File: config.mk
export PLATFORM = sky130hd
export DESIGN_NAME = irq_vector_ctrl
export DESIGN_NICKNAME = d
export VERILOG_FILES = /design/src/rtl/ivc_pkg.sv /design/src/rtl/ivc_src.sv /design/src/rtl/ivc_arb.sv /design/src/rtl/irq_vector_ctrl.sv
export SDC_FILE = /design/constraint.sdc
export NUM_CORES = 1
export LEC_CHECK = 0
export CELL_PAD_IN_SITES_DETAIL_PLACEMENT = 0
export CELL_PAD_IN_SITES_GLOBAL_PLACEMENT = 1
export CORE_MARGIN = 4
export CORE_UTILIZATION = 50
export CTS_BUF_LIST = sky130_fd_sc_hd__clkbuf_8
export DETAILED_ROUTE_END_ITERATION = 8
export HOLD_SLACK_MARGIN = 0.03
export PLACE_DENSITY = 0.92
export SLEW_MARGIN = 30
export SYNTH_ARGS = -nofsm -noshare
export SYNTH_HDL_FRONTEND = slang
export SYNTH_SLANG_ARGS = --single-unit
export TNS_END_PERCENT = 5
File: constraint.sdc
create_clock -name clk_i -period 68.4 [get_ports clk_i]
set_clock_uncertainty 0.2 [all_clocks]
set_input_delay 6.84 -clock clk_i [delete_from_list [all_inputs] [get_ports clk_i]]
set_output_delay 6.84 -clock clk_i [all_outputs]
set_load 0.005 [all_outputs]
File: src/rtl/ivc_pkg.sv
package ivc_pkg;
  localparam int ADDR_W = 4;
  localparam logic [ADDR_W-1:0] A_EN    = 4'd0;
  localparam logic [ADDR_W-1:0] A_SEL   = 4'd1;
  localparam logic [ADDR_W-1:0] A_POL   = 4'd2;
  localparam logic [ADDR_W-1:0] A_MODE  = 4'd3;
  localparam logic [ADDR_W-1:0] A_PRIO0 = 4'd4;
  localparam logic [ADDR_W-1:0] A_CTRL  = 4'd8;
  localparam logic [ADDR_W-1:0] A_GMASK = 4'd9;
  localparam logic [ADDR_W-1:0] A_VEC   = 4'd10;
endpackage

File: src/rtl/ivc_src.sv
module ivc_src #(
  parameter int SYNC_STAGES = 2
) (
  input  logic clk_i,
  input  logic rst_ni,
  input  logic src_i,
  input  logic pol_i,
  input  logic level_i,
  input  logic clr_i,
  output logic pend_o
);
  logic [SYNC_STAGES-1:0] sync_q;
  logic act, act_q, rise, edge_q;

  always_ff @(posedge clk_i or negedge rst_ni)
    if (!rst_ni) sync_q <= '0;
    else         sync_q <= {sync_q[SYNC_STAGES-2:0], src_i};

  assign act  = sync_q[SYNC_STAGES-1] ^ pol_i;
  assign rise = act & ~act_q;

  // set beats clear so a coincident new edge is not lost
  always_ff @(posedge clk_i or negedge rst_ni)
    if (!rst_ni) begin
      act_q  <= 1'b0;
      edge_q <= 1'b0;
    end else begin
      act_q <= act;
      if (level_i)   edge_q <= 1'b0;
      else if (rise) edge_q <= 1'b1;
      else if (clr_i) edge_q <= 1'b0;
    end

  assign pend_o = level_i ? act : edge_q;

  assert_edge_latch_R5: assert property (@(posedge clk_i) disable iff (!rst_ni)
    (rise && !level_i) |=> edge_q);
  assert_edge_clear_R8: assert property (@(posedge clk_i) disable iff (!rst_ni)
    (clr_i && !rise) |=> !edge_q);
  assert_set_wins_R10: assert property (@(posedge clk_i) disable iff (!rst_ni)
    (clr_i && rise && !level_i) |=> edge_q);
endmodule

File: src/rtl/ivc_arb.sv
module ivc_arb #(
  parameter int N      = 32,
  parameter int PRIO_W = 4,
  localparam int IDX_W = $clog2(N)
) (
  input  logic                clk_i,
  input  logic                rst_ni,
  input  logic [N-1:0]        cand_i,
  input  logic [N*PRIO_W-1:0] prio_i,
  output logic                valid_o,
  output logic [IDX_W-1:0]    idx_o
);
  logic [PRIO_W-1:0] best;

  // scan high to low with <= so ties settle on the lowest index
  always_comb begin
    valid_o = 1'b0;
    idx_o   = '0;
    best    = '1;
    for (int i = N - 1; i >= 0; i--) begin
      if (cand_i[i] && (!valid_o || prio_i[i*PRIO_W +: PRIO_W] <= best)) begin
        valid_o = 1'b1;
        idx_o   = i[IDX_W-1:0];
        best    = prio_i[i*PRIO_W +: PRIO_W];
      end
    end
  end

  logic [PRIO_W-1:0] win_prio;
  assign win_prio = prio_i[int'(idx_o)*PRIO_W +: PRIO_W];

  assert_winner_pending_R7: assert property (@(posedge clk_i) disable iff (!rst_ni)
    valid_o |-> cand_i[idx_o]);
  assert_none_flag_R7: assert property (@(posedge clk_i) disable iff (!rst_ni)
    !valid_o |-> (cand_i == '0));

  for (genvar j = 0; j < N; j++) begin : g_order
    assert_prio_order_R6: assert property (@(posedge clk_i) disable iff (!rst_ni)
      (valid_o && cand_i[j]) |->
        (win_prio < prio_i[j*PRIO_W +: PRIO_W]) ||
        (win_prio == prio_i[j*PRIO_W +: PRIO_W] && idx_o <= IDX_W'(j)));
  end
endmodule

File: src/rtl/irq_vector_ctrl.sv
module irq_vector_ctrl
  import ivc_pkg::*;
#(
  parameter int N_SRC       = 32,
  parameter int PRIO_W      = 4,
  parameter int SYNC_STAGES = 2,
  parameter int DATA_W      = 32
) (
  input  logic                clk_i,
  input  logic                rst_ni,
  input  logic [N_SRC-1:0]    src_i,
  input  logic                req_i,
  input  logic                we_i,
  input  logic [ADDR_W-1:0]   addr_i,
  input  logic [DATA_W-1:0]   wdata_i,
  output logic [DATA_W-1:0]   rdata_o,
  output logic                irq_o,
  output logic                fiq_o
);
  localparam int IDX_W      = $clog2(N_SRC);
  localparam int PRIO_WORDS = N_SRC * PRIO_W / DATA_W;
  localparam logic [DATA_W-1:0] VEC_NONE = {1'b1, {(DATA_W-1){1'b0}}};

  logic [N_SRC-1:0]  en_q, sel_q, pol_q, mode_q;
  logic [DATA_W-1:0] prio_q [PRIO_WORDS];
  logic [N_SRC*PRIO_W-1:0] prio_flat;
  logic              clr_rd_q;
  logic [1:0]        gmask_q;
  logic [DATA_W-1:0] rdata_q, rd_mux;

  logic wr, rd, vec_rd;
  assign wr     = req_i & we_i;
  assign rd     = req_i & ~we_i;
  assign vec_rd = rd && addr_i == A_VEC;

  always_ff @(posedge clk_i or negedge rst_ni)
    if (!rst_ni) begin
      en_q <= '0; sel_q <= '0; pol_q <= '0; mode_q <= '0;
      clr_rd_q <= 1'b0; gmask_q <= '0;
      for (int w = 0; w < PRIO_WORDS; w++) prio_q[w] <= '0;
    end else if (wr) begin
      if (addr_i == A_EN)    en_q     <= wdata_i[N_SRC-1:0];
      if (addr_i == A_SEL)   sel_q    <= wdata_i[N_SRC-1:0];
      if (addr_i == A_POL)   pol_q    <= wdata_i[N_SRC-1:0];
      if (addr_i == A_MODE)  mode_q   <= wdata_i[N_SRC-1:0];
      if (addr_i == A_CTRL)  clr_rd_q <= wdata_i[DATA_W-1];
      if (addr_i == A_GMASK) gmask_q  <= wdata_i[1:0];
      for (int w = 0; w < PRIO_WORDS; w++)
        if (addr_i == ADDR_W'(int'(A_PRIO0) + w)) prio_q[w] <= wdata_i;
    end

  always_comb
    for (int w = 0; w < PRIO_WORDS; w++) prio_flat[w*DATA_W +: DATA_W] = prio_q[w];

  // per-source detection
  logic [N_SRC-1:0] pend, clr;
  logic             arb_valid;
  logic [IDX_W-1:0] arb_idx;

  for (genvar i = 0; i < N_SRC; i++) begin : g_src
    assign clr[i] = vec_rd & clr_rd_q & arb_valid & (arb_idx == IDX_W'(i));
    ivc_src #(.SYNC_STAGES(SYNC_STAGES)) u_src (
      .clk_i, .rst_ni,
      .src_i  (src_i[i]),
      .pol_i  (pol_q[i]),
      .level_i(mode_q[i]),
      .clr_i  (clr[i]),
      .pend_o (pend[i])
    );
  end

  logic [N_SRC-1:0] irq_cand, fiq_cand;
  assign irq_cand = pend & en_q & sel_q;
  assign fiq_cand = pend & en_q & ~sel_q;

  ivc_arb #(.N(N_SRC), .PRIO_W(PRIO_W)) u_arb (
    .clk_i, .rst_ni,
    .cand_i (irq_cand),
    .prio_i (prio_flat),
    .valid_o(arb_valid),
    .idx_o  (arb_idx)
  );

  always_comb begin
    rd_mux = '0;
    if (addr_i == A_EN)    rd_mux = DATA_W'(en_q);
    if (addr_i == A_SEL)   rd_mux = DATA_W'(sel_q);
    if (addr_i == A_POL)   rd_mux = DATA_W'(pol_q);
    if (addr_i == A_MODE)  rd_mux = DATA_W'(mode_q);
    if (addr_i == A_CTRL)  rd_mux = {clr_rd_q, {(DATA_W-1){1'b0}}};
    if (addr_i == A_GMASK) rd_mux = DATA_W'(gmask_q);
    if (addr_i == A_VEC)   rd_mux = arb_valid ? DATA_W'(arb_idx) : VEC_NONE;
    for (int w = 0; w < PRIO_WORDS; w++)
      if (addr_i == ADDR_W'(int'(A_PRIO0) + w)) rd_mux = prio_q[w];
  end

  always_ff @(posedge clk_i or negedge rst_ni)
    if (!rst_ni) begin
      rdata_q <= '0;
      irq_o   <= 1'b0;
      fiq_o   <= 1'b0;
    end else begin
      if (rd) rdata_q <= rd_mux;
      irq_o <= gmask_q[0] & (|irq_cand);
      fiq_o <= gmask_q[1] & (|fiq_cand);
    end

  assign rdata_o = rdata_q;

  assert_irq_gate_R9: assert property (@(posedge clk_i) disable iff (!rst_ni)
    !gmask_q[0] |=> !irq_o);
  assert_fiq_gate_R9: assert property (@(posedge clk_i) disable iff (!rst_ni)
    !gmask_q[1] |=> !fiq_o);
  assert_irq_follow_R10: assert property (@(posedge clk_i) disable iff (!rst_ni)
    (gmask_q[0] && (|(pend & en_q & sel_q))) |=> irq_o);
  assert_disabled_silent_R2: assert property (@(posedge clk_i) disable iff (!rst_ni)
    (en_q == '0) |=> (!irq_o && !fiq_o));
endmodule

==> results.md <==
* Die area at 55000 sq um
* Clock root cell: clkbuf_8
* Critical path arrival at 55.76 ns
* Reg-to-reg critical path endpoint: g_src[4].u_src.edge_q$_DFFE_PN0P_
* CTS HTree Levels at 3
* Initial Util at 0.508
* Worst hold path type: reg -> reg
* Peak supply drop at 21.1 uV
* Unrepaired setup endpoints after global routing: false
* # Post-CTS Setup Buffers at 0
* CTS Buf Count at 70
* Power Dens Cells at 45.6 nW/um^2
* Top cell by count, worst path: ha_1
* Asr flop ratio synth at 1.00
* First-pass GRT wire length at 145000 um
* Largest net degree at the start of global routing at 129
* Crit-path max cell delay at 0.76 ns
* Post-cts resize count at 0
* Top post-synthesis cells by area: dfrtp_1 41%, mux2_2 9.6%, ha_1 4.6%
* #FFs+latches synth at 421
* Mapped Area at 25700 sq um
* GPL Wtd Cong at 0.989
* Hold Path Depth at 0
* Core Area at 50500 sq um
* Worst Setup Path Type: reg -> reg
* Reg2reg start: pol_q[31]$_DFFE_PN0P_
* GRT overflow at 0
* Number of flops mapped to enable cells by yosys at 0
* IO buf count at 105
* Max reg flops at 128
* Initial antenna violation count at 5
* WL final at 98500 um
* Static leakage at 12.9 nW
* Final Cycle Share at 0.811
* Drc violations at 0
* Compound-cell area share of the yosys netlist at 0.219
* TritonRoute pass-1 iters at 6
* Post-DP HPWL at 74500 um
* GRT Total Usage at 0.355
* Drt wl/cell at 28.3 um
* FP Rows at 82
* Synth cell types at 120
* Outcome: completed
* Total number of vias at 23000
* Die H at 235 um
* Final Hold Fails at 0
* Worst-path clk slew at 0.06 ns
* Final #Nets at 2918
* Endpoint class of the critical path: flip-flop
* CTS tree: built
* Clk buf depth at 3
* Post-synth top area share at 0.411
* Area growth from synthesis to final layout at 12.5%
* Post-Synthesis Cells at 2656
* Post-synthesis sequential area ratio at 0.411
* Die Width at 235 um
* Synth Flop Type: dfrtp_1
* Worst-Skew Late Latency at 0.65 ns
* Crit Path Max Fanout at 12
* Final Max Slew Viols at 0
* Max-slew headroom at 0.329
* Ratio of cells with drive above 1 in the final layout at 0.165
* Avg Cell Area, Syn at 9.66 sq um
* Hold Startpoint: g_src[11].u_src.sync_q[0]$_DFF_PN0_
* Post-route ant nets at 0
* Synth area leader: dfrtp_1
* Ys Warns at 0
* Fin crit period at 55.51 ns
* Max Fclk at 18.0 MHz
* Slowest cell on crit path: a31oi_1
* Final setup vio count at 0
* Ports at 106
* Vias per cell at 6.61
* Power Total at 1.31 mW
* Startpoint Class: flip-flop
* Mux cell area share after synthesis at 0.127
* Drt initial violations at 2731
* XOR/XNOR share of the synthesized area at 0.0166
* Most frequent cell after synthesis: dfrtp_1
* Number of cells on the worst reg-to-reg path at 250
* Main combinational cell family by area after synthesis: compound AO/OA/AOI/OAI gates
* Synth Area in Adders at 0.0479
* Critical path required time at 68.65 ns
* Hold-fix buffers at CTS at 0
* Vias in the first global route at 22300
* Clk sinks at 421
* Max Cap Viol at 0
* Syn nets at 2823
* Hold Path End: g_src[11].u_src.sync_q[1]$_DFF_PN0_
* Post-synth top cells: 421 x dfrtp_1, 221 x o21ai_0, 218 x mux2_2
* Final hold slack at 0.144 ns
* Synth Area in Simple Gates at 0.136
* Reg2reg setup slack at 12.89 ns
* Worst-margin pin slew at 1.01 ns
* Setup TNS at 0 ns
## critical path: cells and delay by family, from the launching register on
| kind | cells | cell delay [ns] |
|---|---|---|
| AO/OA/AOI/OAI | 141 | 31.76 |
| AND/OR/NAND/NOR | 51 | 9.31 |
| adder cells (fa/ha/maj) | 34 | 9.23 |
| multiplexers | 8 | 2.70 |
| buffers and inverters | 15 | 1.22 |
| flip-flops | 1 | 0.42 |
| XOR/XNOR | 1 | 0.38 |
## through the flow
| step | cells | setup slack (ns) | instance area [sq um] | util |
|---|---|---|---|---|
| after floorplan | 2656 | 20.88 | 25700 | - |
| after CTS | 3468 | 13.62 | 28800 | 0.570 |
| after detailed placement | 3348 | 13.81 | 27400 | 0.542 |
| after global routing | 3471 | 8.62 | 28800 | 0.571 |
| after global placement | 3348 | 15.59 | 27300 | 0.542 |
| final | 3476 | 12.89 | 28900 | 0.572 |
## final cells by class
cell class | count | area (sq um)
flip-flops and latches | 421 | 10500
fillers | 4416 | 21600
clock inverters | 31 | 169
multi-input cells | 1945 | 14100
repair buffers | 133 | 1320
inverters | 180 | 676
well taps | 672 | 841
diodes | 5 | 12.5
clock buffers | 89 | 1220
## cell families (layout without fill, tap and decap cells)
kind of cell,after synthesis,count (layout)
buffers and inverters,290,433
adders and majority gates,99,99
AOI/OAI and AO/OA,804,804
other,0,5
xor gates and xnor gates,46,46
muxes,291,291
DFF,421,421
and+or+nand+nor,705,705
## layer usage
| layer | global-route usage | up-vias | wire length (um) |
|---|---|---|---|
| li1 | - | 9982 | - |
| met1 | 0.487 | 11500 | 40700 |
| met2 | 0.535 | 1252 | 43000 |
| met3 | 0.0820 | 234 | 9690 |
| met4 | 0.170 | 2 | 5110 |
| met5 | 0 | - | 13 |
## cells in the final DEF (no fill, tap or decap), types with 30 or more instances in the layout
| master | netlist | final |
|---|---|---|
| dfrtp_1 | 421 | 421 |
| o21ai_0 | 221 | 220 |
| mux2_2 | 218 | 218 |
| nand2_1 | 214 | 214 |
| inv_1 | 179 | 199 |
| nor2_1 | 180 | 175 |
| a21oi_1 | 114 | 114 |
| clkdlybuf4s50_1 | 0 | 102 |
| ha_1 | 95 | 95 |
| clkbuf_8 | 0 | 89 |
| mux2i_1 | 66 | 66 |
| nand3_1 | 55 | 54 |
| a21o_1 | 38 | 38 |
| nor3_1 | 39 | 36 |
| nor2b_1 | 34 | 34 |
| and2_1 | 31 | 31 |
| o211ai_1 | 30 | 30 |
## how the worst max path moves through the flow
| stage | cells past startpoint | slack [ns] | startpoint | endpoint |
|---|---|---|---|---|
| floorplan | 261 | 20.88 | pol_q[31]$_DFFE_PN0P_ | g_src[8].u_src.edge_q$_DFFE_PN0P_ |
| global placement | 250 | 15.59 | pol_q[31]$_DFFE_PN0P_ | g_src[25].u_src.edge_q$_DFFE_PN0P_ |
| finish | 250 | 12.89 | pol_q[31]$_DFFE_PN0P_ | g_src[4].u_src.edge_q$_DFFE_PN0P_ |
| CTS | 250 | 13.62 | pol_q[31]$_DFFE_PN0P_ | g_src[23].u_src.edge_q$_DFFE_PN0P_ |
| global route | 251 | 8.62 | pol_q[31]$_DFFE_PN0P_ | g_src[25].u_src.edge_q$_DFFE_PN0P_ |
| detailed placement | 249 | 13.81 | pol_q[31]$_DFFE_PN0P_ | g_src[31].u_src.edge_q$_DFFE_PN0P_ |
## report_power, final
part | switching, mW | internal (mW) | total (mW)
clock | 0.105 | 0.120 | 0.225
sequential | 0.0596 | 0.298 | 0.358
combinational | 0.445 | 0.286 | 0.731
total | 0.610 | 0.705 | 1.31
(Power assumes the default switching activity.)
